`config.mk`:
```
export PLATFORM = sky130hd
export DESIGN_NAME = dma_chan_regs
export DESIGN_NICKNAME = d
export VERILOG_FILES = /design/src/rtl/dma_chan_pkg.sv /design/src/rtl/dma_side_addr.sv /design/src/rtl/dma_xfer_count.sv /design/src/rtl/dma_chan_regs.sv
export SDC_FILE = /design/constraint.sdc
export NUM_CORES = 1
export LEC_CHECK = 0
export ABC_AREA = 1
export BUFFER_PORTS_ARGS = -buffer_cell sky130_fd_sc_hd__clkbuf_2
export CAP_MARGIN = 10
export CORE_MARGIN = 2
export CORE_UTILIZATION = 63
export CTS_CLUSTER_SIZE = 20
export DETAILED_ROUTE_END_ITERATION = 7
export GPL_TIMING_DRIVEN = 0
export PLACE_DENSITY = 0.88
export SETUP_SLACK_MARGIN = 0.02
export SYNTH_ARGS = -nofsm -noshare
export SYNTH_HDL_FRONTEND = slang
export SYNTH_SLANG_ARGS = --single-unit
```
`constraint.sdc`:
```
create_clock -name clk -period 5.9 [get_ports clk]
set_clock_uncertainty 0.05 [all_clocks]
set_input_delay 0.885 -clock clk [delete_from_list [all_inputs] [get_ports clk]]
set_output_delay 0.885 -clock clk [all_outputs]
set_load 0.02 [all_outputs]
```
`src/rtl/dma_chan_pkg.sv`:
```
`timescale 1ns/1ps
package dma_chan_pkg;

  typedef enum logic [1:0] {
    SZ_BYTE  = 2'b00,
    SZ_WORD  = 2'b01,
    SZ_LONG  = 2'b10,
    SZ_BLK16 = 2'b11
  } unit_size_e;

  typedef enum logic [1:0] {
    AM_FIXED = 2'b00,
    AM_INC   = 2'b01,
    AM_DEC   = 2'b10,
    AM_RSVD  = 2'b11
  } addr_mode_e;

  localparam int unsigned STEP_W = 5;

  // Bytes moved by one unit of the given size.
  function automatic logic [STEP_W-1:0] unit_bytes(input unit_size_e sz);
    case (sz)
      SZ_BYTE:  unit_bytes = STEP_W'(1);
      SZ_WORD:  unit_bytes = STEP_W'(2);
      SZ_LONG:  unit_bytes = STEP_W'(4);
      default:  unit_bytes = STEP_W'(16);
    endcase
  endfunction

  // Low address bits that must be clear for a unit of this size.
  function automatic logic is_misaligned(input logic [3:0] low,
                                         input unit_size_e sz,
                                         input logic src_side);
    case (sz)
      SZ_BYTE:  is_misaligned = 1'b0;
      SZ_WORD:  is_misaligned = low[0];
      SZ_LONG:  is_misaligned = |low[1:0];
      default:  is_misaligned = src_side ? (|low) : (|low[1:0]);
    endcase
  endfunction

endpackage

```
`src/rtl/dma_side_addr.sv`:
```
`timescale 1ns/1ps
module dma_side_addr
  import dma_chan_pkg::*;
#(
  parameter int unsigned ADDR_W = 32,
  parameter bit          IS_SRC = 1'b1
) (
  input  logic              clk,
  input  logic              rst_n,
  input  logic              wr_en,
  input  logic [ADDR_W-1:0] wr_data,
  input  logic              active,
  input  logic              start,
  input  logic              done,
  input  unit_size_e        size,
  input  addr_mode_e        mode,
  output logic [ADDR_W-1:0] addr,
  output logic              err
);

  logic [ADDR_W-1:0] addr_q, addr_d;
  logic [ADDR_W-1:0] step_ext;
  logic              addr_en;
  logic              err_q, err_d, err_en;
  logic              bad_now;

  assign step_ext = ADDR_W'(unit_bytes(size));
  assign bad_now  = active & is_misaligned(addr_q[3:0], size, IS_SRC);

  // Next-state: address
  always_comb begin
    addr_d = addr_q;
    case (mode)
      AM_INC:  addr_d = addr_q + step_ext;
      AM_DEC:  addr_d = addr_q - step_ext;
      default: addr_d = addr_q;
    endcase
    if (wr_en) addr_d = wr_data;
  end

  assign addr_en = wr_en | (done & active);

  // Next-state: sticky alignment error
  always_comb begin
    err_d = err_q;
    if (wr_en)                err_d = 1'b0;
    else if (start && bad_now) err_d = 1'b1;
  end

  assign err_en = wr_en | start;

  always_ff @(posedge clk or negedge rst_n) begin
    if (!rst_n) begin
      addr_q <= '0;
      err_q  <= 1'b0;
    end else begin
      if (addr_en) addr_q <= addr_d;
      if (err_en)  err_q  <= err_d;
    end
  end

  assign addr = addr_q;
  assign err  = err_q;

  // software write lands even when a completion arrives together
  p_sw_wins_r8: assert property (@(posedge clk) disable iff (!rst_n)
    wr_en |=> addr == $past(wr_data));

  // an inactive side or a quiet cycle leaves the address alone
  p_hold_idle_r6: assert property (@(posedge clk) disable iff (!rst_n)
    (!wr_en && (!active || !done)) |=> $stable(addr));

  // writing this side's address clears its error
  p_err_clear_r7: assert property (@(posedge clk) disable iff (!rst_n)
    wr_en |=> !err);

  // an inactive side never raises an error on its own
  p_no_err_inactive_r6: assert property (@(posedge clk) disable iff (!rst_n)
    (!active && !err) |=> !err);

endmodule

```
`src/rtl/dma_xfer_count.sv`:
```
`timescale 1ns/1ps
module dma_xfer_count #(
  parameter int unsigned CNT_W = 24
) (
  input  logic             clk,
  input  logic             rst_n,
  input  logic             wr_en,
  input  logic [CNT_W-1:0] wr_data,
  input  logic             done,
  output logic [CNT_W-1:0] cnt,
  output logic             tc
);

  localparam logic [CNT_W-1:0] ONE = CNT_W'(1);

  logic [CNT_W-1:0] cnt_q, cnt_d;
  logic             cnt_en;
  logic             tc_q, tc_d, tc_en;

  // Zero wraps to all-ones: a loaded zero means the full range.
  always_comb begin
    cnt_d = cnt_q - ONE;
    if (wr_en) cnt_d = wr_data;
  end

  assign cnt_en = wr_en | done;

  always_comb begin
    tc_d = tc_q;
    if (wr_en)                      tc_d = 1'b0;
    else if (done && cnt_q == ONE)  tc_d = 1'b1;
  end

  assign tc_en = wr_en | done;

  always_ff @(posedge clk or negedge rst_n) begin
    if (!rst_n) begin
      cnt_q <= '0;
      tc_q  <= 1'b0;
    end else begin
      if (cnt_en) cnt_q <= cnt_d;
      if (tc_en)  tc_q  <= tc_d;
    end
  end

  assign cnt = cnt_q;
  assign tc  = tc_q;

  // one completion, one unit off the count
  p_cnt_step_r3: assert property (@(posedge clk) disable iff (!rst_n)
    (done && !wr_en) |=> cnt == $past(cnt) - ONE);

  // the 1-to-0 completion raises terminal count
  p_tc_set_r4: assert property (@(posedge clk) disable iff (!rst_n)
    (done && !wr_en && cnt == ONE) |=> tc);

  // terminal count is held until software reloads the count
  p_tc_hold_r4: assert property (@(posedge clk) disable iff (!rst_n)
    (tc && !wr_en) |=> tc);

  // a write beats a same-cycle completion
  p_cnt_sw_wins_r8: assert property (@(posedge clk) disable iff (!rst_n)
    wr_en |=> (cnt == $past(wr_data) && !tc));

endmodule

```
`src/rtl/dma_chan_regs.sv`:
```
`timescale 1ns/1ps
module dma_chan_regs
  import dma_chan_pkg::*;
#(
  parameter int unsigned ADDR_W = 32,
  parameter int unsigned CNT_W  = 24,
  parameter int unsigned DATA_W = 32
) (
  input  logic              clk,
  input  logic              rst_n,
  input  logic              reg_wr,
  input  logic [1:0]        reg_sel,
  input  logic [DATA_W-1:0] reg_wdata,
  output logic [DATA_W-1:0] reg_rdata,
  input  logic              xfer_start,
  input  logic              xfer_done,
  input  logic [1:0]        xfer_size,
  input  logic [1:0]        src_mode,
  input  logic [1:0]        dst_mode,
  input  logic              single_addr,
  input  logic              dev_on_src,
  output logic [ADDR_W-1:0] src_addr,
  output logic [ADDR_W-1:0] dst_addr,
  output logic              src_drive,
  output logic              dst_drive,
  output logic [CNT_W-1:0]  remain_cnt,
  output logic              term_cnt,
  output logic              align_err
);

  localparam int unsigned NSIDE   = 2;
  localparam logic [1:0]  SEL_SRC = 2'd0;
  localparam logic [1:0]  SEL_DST = 2'd1;
  localparam logic [1:0]  SEL_CNT = 2'd2;

  // Reset: asynchronous assertion, synchronous release
  logic [1:0] rst_sync_q;
  logic       rst_int_n;

  always_ff @(posedge clk or negedge rst_n) begin
    if (!rst_n) rst_sync_q <= 2'b00;
    else        rst_sync_q <= {rst_sync_q[0], 1'b1};
  end
  assign rst_int_n = rst_sync_q[1];

  logic              side_wr   [NSIDE];
  logic              side_act  [NSIDE];
  addr_mode_e        side_mode [NSIDE];
  logic [ADDR_W-1:0] side_addr [NSIDE];
  logic              side_err  [NSIDE];
  unit_size_e        size_e;
  logic              cnt_wr;

  assign size_e       = unit_size_e'(xfer_size);
  assign side_act[0]  = ~(single_addr & dev_on_src);
  assign side_act[1]  = ~(single_addr & ~dev_on_src);
  assign side_mode[0] = addr_mode_e'(src_mode);
  assign side_mode[1] = addr_mode_e'(dst_mode);
  assign side_wr[0]   = reg_wr & (reg_sel == SEL_SRC);
  assign side_wr[1]   = reg_wr & (reg_sel == SEL_DST);
  assign cnt_wr       = reg_wr & (reg_sel == SEL_CNT);

  for (genvar g = 0; g < NSIDE; g++) begin : g_side
    dma_side_addr #(
      .ADDR_W (ADDR_W),
      .IS_SRC (g == 0)
    ) i_side (
      .clk     (clk),
      .rst_n   (rst_int_n),
      .wr_en   (side_wr[g]),
      .wr_data (ADDR_W'(reg_wdata)),
      .active  (side_act[g]),
      .start   (xfer_start),
      .done    (xfer_done),
      .size    (size_e),
      .mode    (side_mode[g]),
      .addr    (side_addr[g]),
      .err     (side_err[g])
    );
  end

  dma_xfer_count #(
    .CNT_W (CNT_W)
  ) i_count (
    .clk     (clk),
    .rst_n   (rst_int_n),
    .wr_en   (cnt_wr),
    .wr_data (CNT_W'(reg_wdata)),
    .done    (xfer_done),
    .cnt     (remain_cnt),
    .tc      (term_cnt)
  );

  // Read mux
  always_comb begin
    case (reg_sel)
      SEL_SRC: reg_rdata = DATA_W'(side_addr[0]);
      SEL_DST: reg_rdata = DATA_W'(side_addr[1]);
      SEL_CNT: reg_rdata = DATA_W'(remain_cnt);
      default: reg_rdata = '0;
    endcase
  end

  assign src_addr  = side_addr[0];
  assign dst_addr  = side_addr[1];
  assign src_drive = side_act[0];
  assign dst_drive = side_act[1];
  assign align_err = side_err[0] | side_err[1];

  // the upper count byte never reads back non-zero
  p_cnt_upper_zero_r2: assert property (@(posedge clk) disable iff (!rst_int_n)
    (reg_sel == SEL_CNT) |-> (reg_rdata >> CNT_W) == '0);

  // the device-side source address stays put in single-address mode
  p_dev_src_frozen_r6: assert property (@(posedge clk) disable iff (!rst_int_n)
    (single_addr && dev_on_src && !side_wr[0]) |=> $stable(src_addr));

  // exactly one side is driven in single-address mode
  p_one_drive_r6: assert property (@(posedge clk) disable iff (!rst_int_n)
    single_addr |-> $countones({src_drive, dst_drive}) == 1);

endmodule

```
Yosys cells after proc, flatten, opt, wreduce, memory -nomap -nowiden. Cells that the tools add are included.

Register bits: 93. Bits in latches: 0. Memory bits (writable): 0. ROM bits: 0. Input port bits: 47. Output and inout bits: 124. Logic and storage cells: 72. Memories: 0.

Add/sub/neg operators: 5. Multipliers: 0. Div/mod/pow operators: 0. Order comparisons: 0. Eq/ne operators: 9. Shifts and indexed selects: 0. Multiplexer cells: 15. Bitwise gates (word level): 18. Reduce and logical (&&, ||, !) cells: 18.

Operators with widths (number): 32-bit case mux with 2 select lines (2); 32-bit case mux with 3 select lines (1); 32-bit by 5-bit adder with 32-bit output (2); 32-bit 2-to-1 mux (2); 32-bit by 5-bit subtractor with 32-bit output (2); 24-bit by 1-bit equality test with 1-bit output, second input constant (1); 24-bit 2-to-1 mux (1); 24-bit by 1-bit subtractor with 24-bit output, second input constant (1); 5-bit case mux with 3 select lines (1); 2-bit AND reduction (5); 1-bit bitwise AND (9); 2-bit by 1-bit equality test with 1-bit output, second input constant (4); 2-bit equality test, second input constant (4); 1-bit 2-to-1 mux (6); 1-bit OR (6); 2-bit nonzero test (3); 3-bit nonzero test (2); 2-bit zero test (2); 2-bit OR reduction (2); 4-bit OR reduction (1); 1-bit logical AND (3); 1-bit inverter (3); 1-bit case mux with 3 select lines (1); 1-bit case mux with 2 select lines (1).

Logic depth before layout (Yosys ltp). Gate-level depths: netlist (run 1).

Word-level depth: 7. Gate-level depth with buffers: 18. Gate-level depth less buffers: 18.

Cells and area by module. Synthesis (run 1) repeated with hierarchy kept, for this count alone.

Cells, all modules: 1670. Area, all modules: 10207.3 um^2.

By module, submodules not included: dma_side_addr (g_side[0].i_side) (instances 1, cells an instance 717, area each 4015.1 um^2, sequential area each 825.8 um^2); dma_side_addr (g_side[1].i_side) (instances 1, cells an instance 568, area each 3628.5 um^2, sequential area each 825.8 um^2); dma_xfer_count (instances 1, cells an instance 236, area each 1744.2 um^2, sequential area each 625.6 um^2); dma_chan_regs (instances 1, cells an instance 149, area each 819.5 um^2, sequential area each 50.0 um^2).

Least setup slack after synthesis (run 1). No wires, ideal clock.

Path kind: input to register. Start point: input dst_mode[0]. End point: register g_side[1].i_side.addr_q[31]. Library setup time: 117 ps. Data arrival time: 2766 ps. Data required time: 5733 ps. Setup slack: 2966 ps. Cell stages on the path: 13. Path buffers: 0. Cells stage by stage: inv_1 > ha_1 > ha_1 > nand2_1 > inv_1 > a21oi_1 > nand2_1 > nand2_1 > nand2_1 > nand2_1 > nand3_1 > nand3_1 > nand2_1.

Word-level cells in the longest chain between the ends: 3. Elaborated cells between the ends (all ways): 6. Those cells by class: 2 x eq/ne; 2 x mux; 2 x reduce/logical.

RTL lines: start: declaration (line dma_chan_regs.sv:19) `input logic [1:0] dst_mode,`; 2-bit equality test or 2-bit by 1-bit equality test with 1-bit output (tied branches) (line dma_side_addr.sv:33) `case (mode)`; 32-bit case mux with 2 select lines or 3-bit nonzero test (tied branches); 32-bit 2-to-1 mux or 2-bit AND reduction (tied branches); end signal: assignment (line dma_side_addr.sv:57) `if (addr_en) addr_q <= addr_d;`; end: declaration (line dma_side_addr.sv:21) `logic [ADDR_W-1:0] addr_q, addr_d;`.

Several ways; a longest one is shown, not always the timed one. A chain may end at the register's enable or synchronous reset.

Worst setup path in the final report (run 1).
Start point: input dst_mode[0]. End point: register g_side[1].i_side.addr_q[20].

Same word-level chain as after synthesis.

==> impl_metrics.yaml, run 1 <==
status:
  status: "complete, no violations"
route:
  drt_iter0_drc: 1429
  via_count: 12000
  ant_nets: 0
  viasPerCell: 5.74
  drc: 0
  first_pass_iters: 7
  drt-total-wl_um: 36900
  wl_per_cell_um: 17.6
floorplanning:
  core_mm2: 0.0158
  die_w_um: 131
  die_area_mm2: 0.0172
  initial_core_util_pct: 64.2
  rows: 46
  die_h_um: 131
  boundaryPins: 171
sta:
  tns_ns: 0
  final-hold-violation-count: 0
  drv_slew: 0
  rsz0062_at_grt: "no"
  holdWs_ns: 0.249
  max_slew_margin_pct: 25.5
  finalCritPeriodShare_pct: 59.6
  fmax_mhz: 285
  post-route-min-period_ns: 3.51
  tightest_slew_ns: 1.12
  setup_viol: 0
setup_path:
  worstSetupEndpointType: "flip-flop"
  critPathSlowestCell: "ha_1"
  critPathMostFrequentCell: "nand3_1"
  max_stage_delay_ns: 0.90
  r2r-end: "g_side[1].i_side.addr[20]$_DFFE_PN0P_"
  cp_max_fo: 27
  startpoint: "dst_mode[0]"
  worstPathArrival_ns: 3.69
  reg2reg_slack_ns: 3.34
  r2r-start: "g_side[1].i_side.addr[0]$_DFFE_PN0P_"
  path_cells: "clkbuf_2 > inv_1 > ha_1 > ha_1 > nand2_1 > inv_1 > a21oi_1 > nand3_1 > nand2_1 > nand3_1 > nand3_1 > nand3_1"
  r2r_cells: 12
  start_kind: "input port"
  cp.required_ns: 6.08
  critPathKind: "input port to flip-flop"
clock_network:
  cts_root_buf: "clkbuf_16"
  cts_sinks: 93
  clk_latency_ns: 0.36
  post_cts_buffers: 0
  postCtsHoldBufs: 0
  post_cts_resized: 0
  cts_buffers: 9
  clock_path_buffers: 2
  htreeDepth: 3
  path_clk_slew_ns: 0.07
  cts_tree: "done"
placed_design:
  dp.cells: 2077
  hpwl_um: 30300
  dpl-instance-area_mm2: 0.0113
  port_buffers: 170
  gp_congestion: 1.17
synth:
  synth_mux_area_share_pct: 0
  synth_xor_area_share_pct: 3.19
  synth_warnings: 0
  synth_edf_count: 0
  ys_seq_area_share_pct: 22.9
  synth_compound_area_share_pct: 13.5
  synth_fa_ha_area_share_pct: 8.77
  synth.top_cell.area_share_pct: 22.9
  synth_top_family_by_area: "simple AND/OR/NAND/NOR gates"
  yosys-top-cells-area: "dfrtp_1 (23%), nand2_1 (23%), inv_1 (13%)"
  synthArstFlopShare_pct: 100
  synth_top_flop_cell: "dfrtp_1"
  syn_avg_cell_area_um2: 6.01
  synth.distinct_cells: 42
  postSynthNetCount: 1807
  yosysTopAreaCell: "dfrtp_1"
  syn_area_mm2: 0.0102
  synth_cells: 1690
  ys_ff_latch: 93
  synth-simple-area-share_pct: 36.3
global_route:
  grt_max_degree: 51
  grt_pass1_vias: 10600
  antenna_found_initial: 0
  grt_pass1_wl_um: 55100
  grt_use_total_pct: 42.3
  gr-total-overflow: 0
cells_and_area:
  drive_gt1_share_pct: 13.2
  antenna_cells: 0
  design_area_mm2: 0.0116
  fillers: 1400
  finalNonFillerCells: 2093
  fin_nets: 1989
  syn2layout_area_growth_pct: 14.6
  final_common_cell: "nand2_1"
  mostFrequentLayoutCells: "nand2_1 (619), inv_1 (349), clkbuf_2 (170), nor2_1 (127), nand3_1 (111)"
power_and_ir_drop:
  p_leak_nw: 6.91
  peakVddDrop_v: 0.000264
  power_mw: 4.45
  power_density_mw_per_mm2: 382
run:
  max_cap_violations: 0
worst_hold_path:
  min_path_type: "input port to async pin"
-- cell families after synthesis --
logic type               count (synthesis)
flip-flops                              93
buffers and inverters                  394
XOR/XNOR                                37
AO/OA/AOI/OAI                          197
adder cells (fa/ha/maj)                 70
AND/OR/NAND/NOR                        898
other                                    1
-- registers in the layout (all words and copies together) (netlist names) --
name and cells:
g_side.i_side.err 2, rst_sync_q 2, g_side.i_side.addr 64, i_count.cnt 24
i_count.tc 1
-- metrics by stage --
stage	util [%]	setup WS [ns]
detailed placement	71.5	2.16
global route	73.5	2.25
floorplan	-	2.97
finish	73.5	2.39
CTS	73.5	2.52
global placement	71.3	2.00
-- synth_stat cells, drive strengths merged (22+ instances only) --
cell type / number
nand2: 625
inv: 363
nor2: 135
nand3: 111
dfrtp: 93
ha: 68
a21oi: 50
o22ai: 43
o221ai: 38
buf: 25
o211ai: 23
xnor2: 22
-- worst max-delay path, delay by kind of cell --
kind	cells	cell delay [ns]
compound gates	1	0.31
fa+ha+maj	2	1.35
simple gates	6	0.90
buf+inv	3	0.23
-- routing by layer --
layer / vias to the layer above / share of wire, % / GRT usage (%)
met5: - / 0 / 0
met4: 0 / 5.5 / 21.0
met3: 171 / 9.8 / 8.02
met2: 717 / 46 / 68.3
met1: 5445 / 39 / 54.4
li1: 5687 / - / -
-- area by class of cell --
type	instances	area [um^2]	area share [%]
clock inverter	4	70.1	0.602
inverter	364	1370	11.8
sequential	93	2330	20.0
timing repair buffer	171	878	7.55
multi-input combinational	1203	6270	53.9
tap	216	270	2.32
clock buffer	12	256	2.20
buffer	30	186	1.60
-- how the worst max path moves through the flow --
stage	to	slack, ns	cells after the start
after global routing	g_side[1].i_side.addr[28]$_DFFE_PN0P_	2.25	12
after global placement	g_side[0].i_side.addr[28]$_DFFE_PN0P_	2.00	0
after CTS	g_side[1].i_side.addr[20]$_DFFE_PN0P_	2.52	12
after floorplan	g_side[1].i_side.addr[31]$_DFFE_PN0P_	2.97	13
final	g_side[1].i_side.addr[20]$_DFFE_PN0P_	2.39	12
after detailed placement	g_side[1].i_side.addr[20]$_DFFE_PN0P_	2.16	12
-- report_power, final --
part / switching (mW) / internal (mW) / total, mW
logic: 1.76 / 0.883 / 2.64
clock network: 0.254 / 0.393 / 0.648
registers: 0.316 / 0.841 / 1.16
(Power assumes the default switching activity.)
==> run 2: changes to the inputs <==
--- a/config.mk
+++ b/config.mk
@@ -9,11 +9,11 @@
 export BUFFER_PORTS_ARGS = -buffer_cell sky130_fd_sc_hd__clkbuf_2
 export CAP_MARGIN = 10
 export CORE_MARGIN = 2
-export CORE_UTILIZATION = 63
+export CORE_UTILIZATION = 59
 export CTS_CLUSTER_SIZE = 20
 export DETAILED_ROUTE_END_ITERATION = 7
 export GPL_TIMING_DRIVEN = 0
-export PLACE_DENSITY = 0.88
+export PLACE_DENSITY = 0.83
 export SETUP_SLACK_MARGIN = 0.02
 export SYNTH_ARGS = -nofsm -noshare
 export SYNTH_HDL_FRONTEND = slang
==> constraint.sdc (replaced) <==
create_clock -name clk -period 3.42 [get_ports clk]
set_clock_uncertainty 0.05 [all_clocks]
set_input_delay 0.513 -clock clk [delete_from_list [all_inputs] [get_ports clk]]
set_output_delay 0.513 -clock clk [all_outputs]
set_load 0.02 [all_outputs]
==> run 2 against run 1 <==
Compared with the run above: via count is 1.3% lower; worst hold slack worse by 0.029 ns; setup slack worse by 2.0 ns; clock power is 59% higher; count of clock-buffer cells in the layout stayed put; die area is 6.6% higher; design area is 0.17% lower; register-to-register slack worse by 2.4 ns; core utilization is 4.0 points lower; sequential cell count stayed put; power is 71% higher.
==> impl_metrics.yaml, run 2 (synthesis results as in run 1) <==
run:
  max_cap_violations: 0
floorplanning:
  die_w_um: 135
  rows: 47
  boundaryPins: 171
  core_mm2: 0.0167
  die_h_um: 135
  initial_core_util_pct: 60.8
  die_area_mm2: 0.0183
route:
  ant_nets: 0
  wl_met2_um: 16200
  via_count: 11900
  top_layer_used: "met4"
  viasPerCell: 5.66
  route.met3.wl_um: 4330
  drt-total-wl_um: 37500
  met1Wirelength_um: 15100
  wl_per_cell_um: 17.9
  drt_iter0_drc: 1554
  first_pass_iters: 6
  drc: 0
power_and_ir_drop:
  power_density_mw_per_mm2: 654
  peakVddDrop_v: 0.000409
  power_mw: 7.60
  clkPwrFrac_pct: 13.5
  seqPwrFrac_pct: 26.3
  comb_power_share_pct: 60.2
  internal_power_mw: 3.57
  p_leak_nw: 6.89
  sw_frac_of_total_pct: 53.0
  switchingPower_mw: 4.03
sta:
  max_slew_margin_pct: 24.8
  post-route-min-period_ns: 3.03
  tightest_slew_ns: 1.13
  post-route-worst-setup-slack_ns: 0.390
  rsz0062_at_grt: "no"
  drv_slew: 0
  final-hold-violation-count: 0
  fmax_mhz: 330
  tns_ns: 0
  finalCritPeriodShare_pct: 88.6
  setup_viol: 0
cells_and_area:
  drive_gt1_share_pct: 13.1
  final_common_cell: "nand2_1"
  register_area_mm2: 0.00233
  fin_nets: 1990
  design_area_mm2: 0.0116
  antenna_cells: 0
  syn2layout_area_growth_pct: 14.4
  multi_input_area_mm2: 0.00627
  fillers: 1551
  mostFrequentLayoutCells: "nand2_1 (619), inv_1 (349), clkbuf_2 (170), nor2_1 (127), nand3_1 (111)"
  largest_reg_flops: 64
setup_path:
  r2r_cells: 12
  r2r-start: "g_side[1].i_side.addr[0]$_DFFE_PN0P_"
  worstSetupEndpointType: "flip-flop"
  r2r-end: "g_side[1].i_side.addr[24]$_DFFE_PN0P_"
  reg2reg_slack_ns: 0.98
  start_kind: "input port"
  cp.required_ns: 3.60
  worstPathArrival_ns: 3.21
  cp_max_fo: 27
  startpoint: "dst_mode[0]"
  critPathKind: "input port to flip-flop"
global_route:
  grt_use_total_pct: 40.5
  grt_pass1_vias: 10600
  grt_max_degree: 66
  grt_pass1_wl_um: 56200
  gr-total-overflow: 0
  antenna_found_initial: 0
clock_network:
  cts_tree: "done"
  clock_path_buffers: 2
  cts_sinks: 93
  clk_latency_ns: 0.36
  htreeDepth: 3
  cts_root_buf: "clkbuf_16"
  cts_buffers: 9
  path_clk_slew_ns: 0.06
placed_design:
  place_ws_ns: 0.0941
  dpl-instance-area_mm2: 0.0113
  hpwl_um: 30900
  port_buffers: 170
  gp_congestion: 1.12
status:
  status: "complete, no violations"
worst_hold_path:
  min_path_type: "flip-flop to async pin"
-- run 2: final cells by class --
cell class	instances	area share (%)
Sequential cell	93	20.1
Timing Repair Buffer	172	7.65
Clock inverter	2	0.302
Buffer	30	1.60
Clock buffer	12	2.21
Inverter	364	11.8
Multi-Input combinational cell	1203	54.0
Tap cell	220	2.37
-- run 2: power by group through the flow --
stage                     clock [mW]  combinational (mW)  sequential [mW]
after floorplan                    0                2.75             2.22
after global placement             0                4.35             1.99
after detailed placement           0                4.45             1.98
after CTS                       1.03                4.48             1.96
after global routing            1.06                4.99             2.01
final                           1.03                4.58             2.00
-- run 2: how the worst max path moves through the flow --
stage | slack (ns) | endpoint | depth (start not counted)
final | 0.39 | g_side[1].i_side.addr[23]$_DFFE_PN0P_ | 14
after global placement | -0.56 | g_side[1].i_side.addr[31]$_DFFE_PN0P_ | 0
after floorplan | 0.59 | g_side[0].i_side.addr[0]$_DFFE_PN0P_ | 0
after global routing | 0.22 | g_side[1].i_side.addr[23]$_DFFE_PN0P_ | 14
after CTS | 0.46 | g_side[1].i_side.addr[23]$_DFFE_PN0P_ | 14
after detailed placement | 0.09 | g_side[1].i_side.addr[23]$_DFFE_PN0P_ | 14
-- run 2: worst max-delay path, stage by stage --
cell and delay (ns):
clkbuf_2 0.08, inv_1 0.10, ha_1 0.92, ha_1 0.44, nand2_1 0.15, inv_1 0.07, a21oi_1 0.14, nand2_1 0.13
nand2_1 0.08, nand2_1 0.14, nand2_1 0.12, nand3_1 0.08, nand3_1 0.16, nand2_1 0.08
-- run 2: timing repair --
item,in CTS,in global routing
endpoints found under the hold margin,2,0
hold buffers,1,0
buffers inserted,0,0
resized for setup,0,0
-- run 2: through the flow --
| step | cells | utilization, % | hold slack [ns] |
|---|---|---|---|
| global route | 2096 | 69.6 | 0.253 |
| floorplan | 1690 | - | 0.167 |
| global placement | 2080 | 67.6 | 0.247 |
| finish | 2096 | 69.6 | 0.220 |
| CTS | 2096 | 69.6 | 0.226 |
| detailed placement | 2081 | 67.8 | 0.221 |
-- run 2: per-layer routing --
layer / GRT usage (%) / up-vias
met5: 0 / -
met4: 19.7 / 0
met3: 8.19 / 141
met2: 62.9 / 708
met1: 54.0 / 5363
li1: - / 5657
==> run 3: changes to the inputs <==
--- a/config.mk
+++ b/config.mk
@@ -14,6 +14,7 @@
 export DETAILED_ROUTE_END_ITERATION = 7
 export GPL_TIMING_DRIVEN = 0
 export PLACE_DENSITY = 0.83
+export RECOVER_POWER = 50
 export SETUP_SLACK_MARGIN = 0.02
 export SYNTH_ARGS = -nofsm -noshare
 export SYNTH_HDL_FRONTEND = slang
==> run 3 against run 2 <==
Compared with the run above: the run now ends with max-capacitance violations, max-slew violations left; power decreased by 0.70%; design area decreased by 0.87%; critical path depth decreased by 2; critical path type unchanged.
==> impl_metrics.yaml, run 3 (synthesis results as in run 1) <==
placed_design:
  dp.cells: 2081
  gp_congestion: 1.12
  hpwl_um: 30900
  port_buffers: 170
  dpl-instance-area_mm2: 0.0113
global_route:
  grt_pass1_vias: 10600
  busiest_layer: "met2"
  grt_use_total_pct: 40.5
  antenna_found_initial: 0
  met2_usage_pct: 62.9
  gr-total-overflow: 0
  grt_max_degree: 66
  use_met3_pct: 8.19
  gr-usage-met1_pct: 54.0
  grt_pass1_wl_um: 56200
clock_network:
  post_cts_resized: 0
  clk_latency_ns: 0.36
  cts_tree: "done"
  cts_root_buf: "clkbuf_16"
  cts_buffers: 9
  clock_path_buffers: 2
  htreeDepth: 3
  path_clk_slew_ns: 0.06
  cts_sinks: 93
setup_path:
  critPathSlowestCell: "ha_1"
  r2r-end: "g_side[0].i_side.addr[30]$_DFFE_PN0P_"
  cp_max_fo: 27
  start_kind: "input port"
  cp_num_buf_inv: 4
  cp.required_ns: 3.58
  reg2reg_slack_ns: 0.60
  r2r-start: "rst_sync_q[1]$_DFF_PN0_"
  path_cells: "clkbuf_2 > inv_1 > ha_1 > ha_1 > nand2_1 > inv_1 > nand2_1 > nand2_1 > inv_1 > nand3_1 > o21ai_0 > o211ai_1"
  worst-path-stages: 12
  critPathKind: "input port to flip-flop"
  max_stage_delay_ns: 0.92
  path_delay_family: "adder cells"
  worstPathArrival_ns: 3.25
  r2r_cells: 1
  worstSetupEndpointType: "flip-flop"
worst_hold_path:
  min_from: "rst_sync_q[0]$_DFF_PN0_"
  worstHoldPathCells: 0
  min_path_type: "flip-flop to flip-flop"
  hold_path_end: "rst_sync_q[1]$_DFF_PN0_"
route:
  wl_per_cell_um: 17.9
  viasPerCell: 5.67
  drt_iter0_drc: 1378
  drc: 0
  drt-total-wl_um: 37600
  ant_nets: 0
  first_pass_iters: 6
  via_count: 11900
sta:
  tns_ns: 0
  fmax_mhz: 323
  drv_slew: 66
  holdWs_ns: 0.310
  finalCritPeriodShare_pct: 90.4
  tightest_slew_ns: 1.71
  rsz0062_at_grt: "no"
  max_slew_margin_pct: -13.8
  final-hold-violation-count: 0
  post-route-min-period_ns: 3.09
  setup_viol: 0
power_and_ir_drop:
  sw_frac_of_total_pct: 53.4
  clkPwrFrac_pct: 13.6
  seqPwrFrac_pct: 26.5
  internal_power_mw: 3.52
  p_leak_nw: 6.70
  comb_power_share_pct: 59.9
  peakVddDrop_v: 0.000406
  switchingPower_mw: 4.03
  power_density_mw_per_mm2: 656
status:
  status: "finished with violations"
  violations: "max-capacitance violations, max-slew violations"
floorplanning:
  die_area_mm2: 0.0183
  initial_core_util_pct: 60.8
  rows: 47
  boundaryPins: 171
  die_h_um: 135
  die_w_um: 135
  core_mm2: 0.0167
run:
  max_cap_violations: 1
cells_and_area:
  design_area_mm2: 0.0115
  mostFrequentLayoutCells: "nand2_1 (619), inv_1 (349), nor2_1 (127), nand3_1 (111), clkbuf_2 (111)"
  antenna_cells: 0
  syn2layout_area_growth_pct: 13.4
  fin_nets: 1990
  finalNonFillerCells: 2096
  final_common_cell: "nand2_1"
  drive_gt1_share_pct: 9.81
  largest_reg_flops: 64
-- run 3: changes by cell type in the layout (fill, tap and decap cells not counted) --
cell,previous run,this run
clkbuf_2,170,111
buf_1,5,4
buf_16,1,0
dfrtp_1,92,93
clkbuf_1,6,67
dfrtp_4,1,0
-- run 3: area by class of cell --
cell class	instances	area, um^2
clock inverters	2	35.0
flip-flops and latches	93	2330
well taps	220	275
repair buffers	172	791
fillers	1594	5180
inverters	364	1370
multi-input cells	1203	6270
clock buffers	12	256
plain buffers	30	186
-- run 3: power groups by stage --
stage          combinational [mW]  sequential (mW)  clock, mW
4_1_cts                      4.48             1.96       1.03
3_5_place_dp                 4.45             1.98          0
5_1_grt                      4.93             2.01       1.06
3_3_place_gp                 4.35             1.99          0
2_1_floorplan                2.75             2.22          0
6_report                     4.52             2.00       1.03
-- run 3: per-stage QoR --
stage	utilization (%)	total power, mW	setup slack [ns]
2_1_floorplan	-	4.97	0.588
3_3_place_gp	67.6	6.33	-0.560
3_5_place_dp	67.8	6.44	0.0941
4_1_cts	69.6	7.47	0.464
5_1_grt	69.0	8.01	0.147
6_report	69.0	7.55	0.328
-- run 3: repair_timing --
action | CTS | global route
setup endpoints to repair | 0 | 0
hold buffers | 1 | 0
setup buffers | 0 | 0
hold endpoints to repair | 2 | 0
-- run 3: worst max-delay path by stage --
stage	startpoint	end
2_1_floorplan	rst_sync_q[1]$_DFF_PN0_	g_side[0].i_side.addr[0]$_DFFE_PN0P_
5_1_grt	rst_sync_q[1]$_DFF_PN0_	g_side[1].i_side.addr[31]$_DFFE_PN0P_
3_5_place_dp	dst_mode[0]	g_side[1].i_side.addr[23]$_DFFE_PN0P_
3_3_place_gp	rst_sync_q[1]$_DFF_PN0_	g_side[1].i_side.addr[31]$_DFFE_PN0P_
4_1_cts	dst_mode[0]	g_side[1].i_side.addr[23]$_DFFE_PN0P_
6_report	dst_mode[0]	g_side[1].i_side.addr[9]$_DFFE_PN0P_
-- run 3: metal layers --
layer	vias to the layer above	share of wire (%)
met5	-	0
met4	0	5.2
met3	147	11
met2	699	43
met1	5377	41
li1	5659	-
